$ cat src/rtl/bg_pkg.sv
package bg_pkg;

   // Response classes that terminate a strobe
   typedef struct packed {
      logic ack;       // transfer acknowledge from another device
      logic ext_vpa;   // valid-peripheral-address from another device
      logic own_vpa;   // this block's autovector response
   } bg_term_t;

   function automatic logic bg_any_term(input bg_term_t t);
      return t.ack | t.ext_vpa | t.own_vpa;
   endfunction

   function automatic int unsigned bg_width(input int unsigned n);
      return (n < 2) ? 1 : $clog2(n);
   endfunction

endpackage

$ cat src/rtl/bg_timeout.sv
module bg_timeout
   import bg_pkg::*;
#(
   parameter int unsigned TIMEOUT = 192
) (
   input  logic     clk,
   input  logic     rst_n,
   input  logic     strobe_act,
   input  bg_term_t term,
   output logic     berr_o
);

   localparam int unsigned CNT_W = bg_width(TIMEOUT + 1);
   localparam logic [CNT_W-1:0] LIMIT = CNT_W'(TIMEOUT);

   if (TIMEOUT < 2) begin : g_bad_timeout
      $error("bg_timeout: TIMEOUT must be at least 2");
   end

   logic [CNT_W-1:0] cnt_q;
   logic             acked_q;
   logic             berr_q;
   logic             term_now;
   logic             trip;

   assign term_now = bg_any_term(term);
   assign trip     = strobe_act && (cnt_q == LIMIT) && !acked_q && !term_now;

   always_ff @(posedge clk) begin
      if (!rst_n) begin
         cnt_q <= '0;
      end else if (!strobe_act) begin
         cnt_q <= '0;
      end else if (cnt_q != LIMIT) begin
         cnt_q <= cnt_q + 1'b1;
      end
   end

   always_ff @(posedge clk) begin
      if (!rst_n) begin
         acked_q <= 1'b0;
      end else begin
         acked_q <= strobe_act && (acked_q || term_now);
      end
   end

   always_ff @(posedge clk) begin
      if (!rst_n) begin
         berr_q <= 1'b0;
      end else begin
         berr_q <= strobe_act && (berr_q || trip);
      end
   end

   assign berr_o = berr_q;

   AST_CNT_CLEARED: assert property (@(posedge clk) disable iff (!rst_n)
      !strobe_act |=> (cnt_q == '0));
   AST_BERR_AT_LIMIT: assert property (@(posedge clk) disable iff (!rst_n)
      $rose(berr_q) |-> (cnt_q == LIMIT));
   AST_BERR_RELEASE: assert property (@(posedge clk) disable iff (!rst_n)
      !strobe_act |=> !berr_q);
   AST_ACK_SUPPRESSES: assert property (@(posedge clk) disable iff (!rst_n)
      (acked_q && !berr_q) |=> !berr_q);

endmodule

$ cat src/rtl/bg_iack_detect.sv
module bg_iack_detect #(
   parameter int unsigned     FC_W      = 3,
   parameter logic [FC_W-1:0] IACK_CODE = '1
) (
   input  logic            clk,
   input  logic            rst_n,
   input  logic            strobe_act,
   input  logic [FC_W-1:0] fc,
   output logic            iack_o
);

   if (FC_W < 1) begin : g_bad_fc
      $error("bg_iack_detect: FC_W must be at least 1");
   end

   logic iack_q;

   always_ff @(posedge clk) begin
      if (!rst_n) begin
         iack_q <= 1'b0;
      end else begin
         iack_q <= strobe_act && (fc == IACK_CODE);
      end
   end

   assign iack_o = iack_q;

   AST_VPA_ONLY_IACK: assert property (@(posedge clk) disable iff (!rst_n)
      iack_q |-> $past(strobe_act && (fc == IACK_CODE)));
   AST_VPA_FOLLOWS_IACK: assert property (@(posedge clk) disable iff (!rst_n)
      (strobe_act && (fc == IACK_CODE)) |=> iack_q);

endmodule

$ cat src/rtl/bg_prio_enc.sv
module bg_prio_enc #(
   parameter int unsigned NUM_REQ    = 7,
   parameter int unsigned LVL_W      = 3,
   parameter bit          REGISTERED = 1'b1
) (
   input  logic               clk,
   input  logic               rst_n,
   input  logic [NUM_REQ-1:0] req_n,
   output logic [LVL_W-1:0]   lvl_n_o
);

   if (NUM_REQ < 1) begin : g_bad_req
      $error("bg_prio_enc: NUM_REQ must be at least 1");
   end
   if ((1 << LVL_W) < (NUM_REQ + 1)) begin : g_bad_lvl
      $error("bg_prio_enc: LVL_W too narrow for NUM_REQ");
   end

   logic [LVL_W-1:0] lvl;

   // Scan upward so the highest active request wins
   always_comb begin
      lvl = '0;
      for (int i = 0; i < NUM_REQ; i++) begin
         if (!req_n[i]) lvl = LVL_W'(i + 1);
      end
   end

   if (REGISTERED) begin : g_reg
      logic [LVL_W-1:0] lvl_n_q;
      always_ff @(posedge clk) begin
         if (!rst_n) lvl_n_q <= '1;
         else        lvl_n_q <= ~lvl;
      end
      assign lvl_n_o = lvl_n_q;

      AST_TOP_LEVEL_WINS: assert property (@(posedge clk) disable iff (!rst_n)
         !req_n[NUM_REQ-1] |=> (lvl_n_o == ~LVL_W'(NUM_REQ)));
      AST_IDLE_LEVEL: assert property (@(posedge clk) disable iff (!rst_n)
         (&req_n) |=> (lvl_n_o == '1));
   end else begin : g_comb
      logic unused_clk;
      assign unused_clk = clk ^ rst_n;
      assign lvl_n_o = ~lvl;
   end

endmodule

$ cat src/rtl/bg_supervisor.sv
module bg_supervisor
   import bg_pkg::*;
#(
   parameter int unsigned     TIMEOUT      = 192,
   parameter int unsigned     NUM_REQ      = 7,
   parameter int unsigned     LVL_W        = 3,
   parameter int unsigned     FC_W         = 3,
   parameter logic [FC_W-1:0] IACK_CODE    = '1,
   parameter bit              IPL_REGISTER = 1'b1
) (
   input  logic               clk,
   input  logic               rst_n,
   input  logic               as_n,
   input  logic [FC_W-1:0]    fc,
   input  logic               dtack_n,
   input  logic               vpa_in_n,
   input  logic [NUM_REQ-1:0] irq_n,
   output logic               berr_n,
   output logic               avec_vpa_n,
   output logic [LVL_W-1:0]   ipl_n
);

   if (LVL_W != bg_width(NUM_REQ + 1)) begin : g_bad_lvl_w
      $error("bg_supervisor: LVL_W must equal clog2(NUM_REQ+1)");
   end

   logic     strobe_act;
   logic     iack;
   logic     berr;
   bg_term_t term;

   assign strobe_act   = !as_n;
   assign term.ack     = !dtack_n;
   assign term.ext_vpa = !vpa_in_n;
   assign term.own_vpa = iack;

   bg_iack_detect #(
      .FC_W      (FC_W),
      .IACK_CODE (IACK_CODE)
   ) u_iack (
      .clk        (clk),
      .rst_n      (rst_n),
      .strobe_act (strobe_act),
      .fc         (fc),
      .iack_o     (iack)
   );

   bg_timeout #(
      .TIMEOUT (TIMEOUT)
   ) u_timeout (
      .clk        (clk),
      .rst_n      (rst_n),
      .strobe_act (strobe_act),
      .term       (term),
      .berr_o     (berr)
   );

   bg_prio_enc #(
      .NUM_REQ    (NUM_REQ),
      .LVL_W      (LVL_W),
      .REGISTERED (IPL_REGISTER)
   ) u_prio (
      .clk     (clk),
      .rst_n   (rst_n),
      .req_n   (irq_n),
      .lvl_n_o (ipl_n)
   );

   assign berr_n     = !berr;
   assign avec_vpa_n = !iack;

   AST_IACK_NO_BERR: assert property (@(posedge clk) disable iff (!rst_n)
      (!avec_vpa_n && berr_n) |=> berr_n);
   AST_RESET_QUIET: assert property (@(posedge clk)
      !rst_n |=> (berr_n && avec_vpa_n));

endmodule

$ cat config.mk
export PLATFORM = sky130hd
export DESIGN_NAME = bg_supervisor
export DESIGN_NICKNAME = d
export VERILOG_FILES = /design/src/rtl/bg_pkg.sv /design/src/rtl/bg_timeout.sv /design/src/rtl/bg_iack_detect.sv /design/src/rtl/bg_prio_enc.sv /design/src/rtl/bg_supervisor.sv
export SDC_FILE = /design/constraint.sdc
export NUM_CORES = 1
export LEC_CHECK = 0
export CAP_MARGIN = 20
export CORE_MARGIN = 1
export CORE_UTILIZATION = 39
export DETAILED_ROUTE_END_ITERATION = 7
export GPL_TIMING_DRIVEN = 1
export PLACE_DENSITY = 0.75
export SLEW_MARGIN = 15
export SYNTH_ARGS = -nofsm -noshare
export SYNTH_HDL_FRONTEND = slang
export SYNTH_SLANG_ARGS = --single-unit
$ cat constraint.sdc
create_clock -name clk -period 1.3 [get_ports clk]
set_input_delay 0.26 -clock clk [delete_from_list [all_inputs] [get_ports clk]]
set_output_delay 0.26 -clock clk [all_outputs]
set_load 0.005 [all_outputs]
==> results of run 1 <==
cells by family after synthesis:
group,synth area share [%]
adder cells (fa/ha/maj),3.991
flip-flops,44.71
multiplexers,1.597
XOR/XNOR,4.192
buffers and inverters,5.987
AND/OR/NAND/NOR,26.95
AO/OA/AOI/OAI,12.57
synth_stat cells (2+ instances only):
library cell,n,share of area [%]
dfxtp_1,14,45
nand2_1,7,4.2
inv_1,6,3.6
nand3_1,5,4.0
o21ai_0,5,4.0
a21oi_1,4,3.2
nor2_1,3,1.8
or3_1,3,3.0
ha_1,2,4.0
nand2b_1,2,2.0
nand4_1,2,2.0
nor3_2,2,3.2
xor2_1,2,2.8
power groups by stage:
| stage | combinational (W) | clock, W | sequential (W) |
|---|---|---|---|
| floorplan | 0.0000268 | 0 | 0.000456 |
| global placement | 0.000103 | 0 | 0.000455 |
| detailed placement | 0.000106 | 0 | 0.000455 |
| CTS | 0.000102 | 0.000244 | 0.000445 |
| global route | 0.000111 | 0.000262 | 0.000447 |
| finish | 0.000101 | 0.000235 | 0.000445 |
per-stage QoR:
stage / hold WS, ns / util, %
final: 0.4574 / 60.71
after global routing: 0.4929 / 60.71
after CTS: 0.4623 / 60.38
after detailed placement: 0.4509 / 59.05
after global placement: 0.4513 / 59.05
after floorplan: 0.3362 / -
worst max-delay path: stages (launching register included):
cell     delay, ns
dfxtp_2       0.35
buf_4         0.12
ha_2          0.19
inv_1         0.05
or3_1         0.33
a21oi_1       0.13
sequential cells by signal, summed over array words and instances (netlist names):
signal and cells:
u_timeout.cnt_q 8, u_prio.lvl_n_o 3, u_iack.iack_o 1, u_timeout.acked_q 1, u_timeout.berr_o 1
what timing repair did:
| item | CTS | global route |
|---|---|---|
| gates resized for setup | 8 | 4 |
| pin swaps | 0 | 0 |
| setup endpoints to repair | 7 | 5 |
| buffers inserted | 0 | 0 |
per-layer routing:
layer	routed length (um)	part of all wire, %	up-vias	global-route usage (%)
met2	644	53	17	27.19
li1	-	-	304	-
met3	51	4.2	0	2.586
met4	0	0	0	7.500
met5	0	0	-	0
met1	530	43	269	18.98
final timing paths:
| path | endpoint | slack [ns] |
|---|---|---|
| worst min-delay path | u_timeout.berr_o | 0.46 |
| worst max-delay path | u_timeout.cnt_q[6] | 0.07 |
| worst max register to register | u_timeout.cnt_q[6] | 0.07 |
| worst min register to register | u_timeout.berr_o | 0.46 |
cell type report:
cell class                 count  area, um^2  area share [%]
clock buffer                   3       22.52           2.462
inverter                       6       22.52           2.462
multi-input combinational     48       314.1           34.34
sequential                    14       284.0           31.05
tap                           16       20.02           2.189
timing repair buffer          28       251.5           27.50
==> key figures, run 1 <==
Status
  – Status: finished, final reports clean

STA
  – RSZ-0062 raised after global routing: false
  – Final Hold Viols: 0
  – Worst-case clock skew: 0.001737 ns
  – Clock period minus final worst setup slack: 1.231 ns
  – Final Cycle Share: 94.66%
  – Worst slew margin: 76.09%
  – Max Slew Vio Count: 0
  – Worst-Margin Slew: 0.3539 ns
  – Final setup violation count: 0
  – Fmax: 812.7 MHz
  – Post-route setup TNS: 0 ns
  – Setup ws final: 0.06947 ns

Die
  – Core Footprint: 1506 um^2
  – Site Rows: 14
  – Initial Util: 41.61%
  – Die W: 42.09 um
  – Chip height: 42.09 um
  – Number of top-level pins: 20
  – Die area: 1772 um^2

Synth
  – Count of cell types in the netlist: 26
  – Synth Instances: 70
  – EDFF count, synth: 0
  – Post-synthesis async set-or-reset flop share: 0%
  – Top_reg_cell synth: dfxtp_1
  – Mapped Area: 626.9 um^2
  – Synthesized flop and latch total: 14
  – Syn_area_per_cell: 8.955 um^2
  – Share of the yosys chip area belonging to registers: 44.71%
  – Synth warnings: 0
  – Syn Nets: 87

Cells and area
  – # diodes: 0
  – Final net count: 118
  – Share of layout cells above drive strength 1: 21.21%
  – Commonest non-fill, non-tap cells in the layout: clkdlybuf4s50_1 (14), dfxtp_1 (11), buf_4 (9), nand2_1 (7)
  – Fin cells: 115
  – Layout area overhead: 45.91%
  – Fin area: 914.6 um^2
  – Most common cell after layout, fill and taps aside: clkdlybuf4s50_1
  – FILL cells: 146

Worst setup path
  – Cells on worst reg2reg path: 5
  – CP startpoint: u_timeout.cnt_q[0]
  – Worst EP arrival: 1.44 ns
  – WS Path Type: reg2reg
  – CP max FO: 3
  – Reg2reg start: u_timeout.cnt_q[0]
  – Worst setup EP type: flop
  – Worst Path Required: 1.51 ns
  – Startpoint Class: flop

Routing
  – 1st-iter DRT viols: 12
  – ANT nets after route: 0
  – Routed via count: 590
  – Drt pass-1 iters: 4
  – Average wire per standard cell: 10.66 um
  – Vias per inst: 5.130
  – Post-route DRC: 0
  – Routed WL: 1226 um

CTS
  – Clock-pin slew on the worst setup and hold paths: 0.08 ns
  – Worst-Skew Late Latency: 0.27 ns
  – Max clock buf depth: 2
  – CTS buffer count: 3
  – Hold-fix buffer count after cts: 0
  – Root Buffer: clkbuf_4
  – H-tree levels: 1
  – CTS tree: done
  – CTS Sinks: 14

Power and ir drop
  – Net Sw Frac: 21.26%
  – Cell internal pwr: 0.0006150 W
  – Tot Pwr: 0.0007811 W
  – Combinational Power Share: 12.9%
  – PwrDens: 854.0 nW/um^2
  – Net switching power: 0.0001661 W
  – Seq pwr share: 57.0%
  – Clock power share: 30.0%
  – Peak VDD IR: 0.0005832 V
  – Leakage: 0.3405 nW

Place
  – Number of port buffers: 19
  – Dpl cells: 112
  – Routability Congestion: 0.7707
  – Post-Place Setup Slack: -0.07349 ns
  – Post-placement cell area: 889.6 um^2
  – DP HPWL: 997.2 um

Flow run
  – Max Cap Violations: 0

Global route
  – GRT Total Usage: 15.77%
  – Grt total ovfl: 0
  – Pin count of the biggest net entering global routing: 8
  – Vias in the first global route: 557
  – Initial antenna violation count: 0
  – First-pass GRT wire length: 2159 um

Worst hold path
  – Worst hold path type: reg2reg
  – Min-delay src: u_timeout.berr_o
  – Hold path depth: 2
Note: power is estimated with default switching activity, not from simulation.
==> run 2, diff against run 1 <==
--- a/config.mk
+++ b/config.mk
@@ -11,6 +11,7 @@
 export DETAILED_ROUTE_END_ITERATION = 7
 export GPL_TIMING_DRIVEN = 1
 export PLACE_DENSITY = 0.75
+export RECOVER_POWER = 50
 export SLEW_MARGIN = 15
 export SYNTH_ARGS = -nofsm -noshare
 export SYNTH_HDL_FRONTEND = slang
==> run 2 against run 1 <==
First-iteration DRC count unchanged; clock skew about the same; critical endpoint unchanged; critical path type unchanged; power shrank 0.38%; sequential share of layout area rose by 0.13 points; clock power hardly changed; sequential power hardly changed; largest power group unchanged; flip-flop and latch count unchanged; via count decreased by 0.34%.
==> key figures, run 2 (synthesis results as in run 1) <==
Cells and area
  – Biggest register: u_timeout.cnt_q
  – Multi-input logic area: 314.1 um^2 (unchanged)
  – Share of layout cells above drive strength 1: 20.20% (-1.0 points)
  – Register area: 284.0 um^2 (unchanged)
  – Most common cell after layout, fill and taps aside: clkdlybuf4s50_1
  – Layout area overhead: 45.31%
  – Commonest non-fill, non-tap cells in the layout: clkdlybuf4s50_1 (12), dfxtp_1 (11), buf_4 (8), nand2_1 (7)
  – FILL cells: 148 (+1.4%)
  – # diodes: 0 (unchanged)
  – Max reg flops: 8 (unchanged)
  – Final net count: 118 (unchanged)

Global route
  – Pin count of the biggest net entering global routing: 8 (unchanged)
  – Vias in the first global route: 557 (unchanged)
  – GRT Total Usage: 15.77% (unchanged)
  – First-pass GRT wire length: 2159 um (unchanged)
  – Grt total ovfl: 0 (unchanged)
  – Initial antenna violation count: 0 (unchanged)

Power and ir drop
  – Net Sw Frac: 21.28% (+0.021 points)
  – Tot Pwr: 0.0007781 W (-0.38%)
  – Net switching power: 0.0001656 W (-0.28%)
  – Peak VDD IR: 0.0005829 V (about the same)
  – Clock power share: 30.1% (about the same)
  – Cell internal pwr: 0.0006125 W (-0.41%)
  – Leakage: 0.3377 nW (-0.81%)
  – PwrDens: 854.2 nW/um^2 (about the same)
  – Combinational Power Share: 12.7% (-0.2 points)
  – Seq pwr share: 57.2% (+0.2 points)

CTS
  – CTS Sinks: 14 (unchanged)
  – CTS buffer count: 3 (unchanged)
  – Setup bufs post-CTS: 0 (unchanged)
  – H-tree levels: 1 (unchanged)
  – Clock-pin slew on the worst setup and hold paths: 0.08 ns (about the same)
  – Worst-Skew Late Latency: 0.27 ns (about the same)
  – Cts repair resizes: 8 (unchanged)
  – CTS tree: done
  – Hold-fix buffer count after cts: 0 (unchanged)
  – Root Buffer: clkbuf_4
  – Max clock buf depth: 2 (unchanged)

Worst setup path
  – Worst EP arrival: 1.44 ns (about the same)
  – Startpoint Class: flop
  – Worst setup EP type: flop
  – WS Path Type: reg2reg
  – Worst Path Required: 1.51 ns (about the same)
  – Cells on worst reg2reg path: 5 (unchanged)
  – CP max FO: 3 (unchanged)

Routing
  – Routed via count: 588 (-0.34%)
  – 1st-iter DRT viols: 12 (unchanged)
  – ANT nets after route: 0 (unchanged)
  – Drt pass-1 iters: 4 (unchanged)
  – Routed WL: 1228 um (+0.16%)
  – Post-route DRC: 0 (unchanged)
  – Average wire per standard cell: 10.68 um (+0.16%)
  – Vias per inst: 5.113 (-0.34%)

Worst hold path
  – Hold path depth: 2 (unchanged)
  – Worst hold path type: reg2reg

STA
  – Final Hold Viols: 0 (unchanged)
  – Fmax: 812.4 MHz (about the same)
  – Worst slew margin: 76.02% (about the same)
  – RSZ-0062 raised after global routing: false
  – Clock period minus final worst setup slack: 1.231 ns (+0.0004202 ns)
  – WHS: 0.4633 ns (+0.005890 ns)
  – Final Cycle Share: 94.69% (about the same)
  – Worst-Margin Slew: 0.3549 ns (+0.0009723 ns)
  – Worst-case clock skew: 0.001386 ns (-0.0003512 ns)
  – Final setup violation count: 0 (unchanged)
  – Max Slew Vio Count: 0 (unchanged)

Flow run
  – Max Cap Violations: 0 (unchanged)

Place
  – Routability Congestion: 0.7707 (unchanged)
  – DP HPWL: 997.2 um (unchanged)
  – Number of port buffers: 19 (unchanged)

Die
  – Core Footprint: 1506 um^2 (unchanged)
  – Chip height: 42.09 um (unchanged)
  – Number of top-level pins: 20 (unchanged)
  – Die W: 42.09 um (unchanged)
  – Initial Util: 41.61% (unchanged)
  – Die area: 1772 um^2 (unchanged)
  – Site Rows: 14 (unchanged)

Status
  – Status: finished, final reports clean
run 2: power by group through the flow:
stage	Clock [W]	Combinational, W	Sequential (W)
global placement	0	0.000103	0.000455
global route	0.000262	0.000109	0.000447
CTS	0.000244	0.000102	0.000445
floorplan	0	0.0000268	0.000456
detailed placement	0	0.000106	0.000455
finish	0.000234	0.0000984	0.000445
run 2: layout make-up:
class,instances,share of cell area (%)
clock buffers,3,2.473
inverters,6,2.473
multi-input cells,48,34.48
flip-flops and latches,14,31.18
well taps,16,2.198
repair buffers,28,27.20
run 2: worst max-delay path, stage by stage, from the launching register on:
cell and delay (ns):
dfxtp_2 0.35, buf_4 0.12, ha_2 0.19, inv_1 0.05
or3_1 0.33, a21oi_1 0.13
run 2: through the flow:
stage / utilization (%) / TNS (ns) / cells / cell area (um^2) / setup WS, ns
finish: 60.47 / 0 / 115 / 910.9 / 0.06905
global placement: 59.05 / -0.06816 / 112 / 889.6 / -0.06193
CTS: 60.38 / 0 / 115 / 909.6 / 0.03313
floorplan: - / 0 / 70 / 626.9 / 0.01070
detailed placement: 59.05 / -0.1148 / 112 / 889.6 / -0.07349
global route: 60.47 / 0 / 115 / 910.9 / 0.008450
run 2: metal layers:
metal	GRT usage [%]	part of all wire (%)	vias to the layer above
met5	0	0	-
met4	7.500	0	0
met3	2.586	4.2	0
met2	27.19	52	17
met1	18.98	43	267
li1	-	-	304
run 2: worst paths after layout:
kind / from / end / slack [ns]
worst max-delay path: u_timeout.cnt_q[0] / u_timeout.cnt_q[6] / 0.07
worst min-delay path: u_timeout.berr_o / u_timeout.berr_o / 0.46
worst max register to register: u_timeout.cnt_q[0] / u_timeout.cnt_q[6] / 0.07
worst min register to register: u_timeout.berr_o / u_timeout.berr_o / 0.46
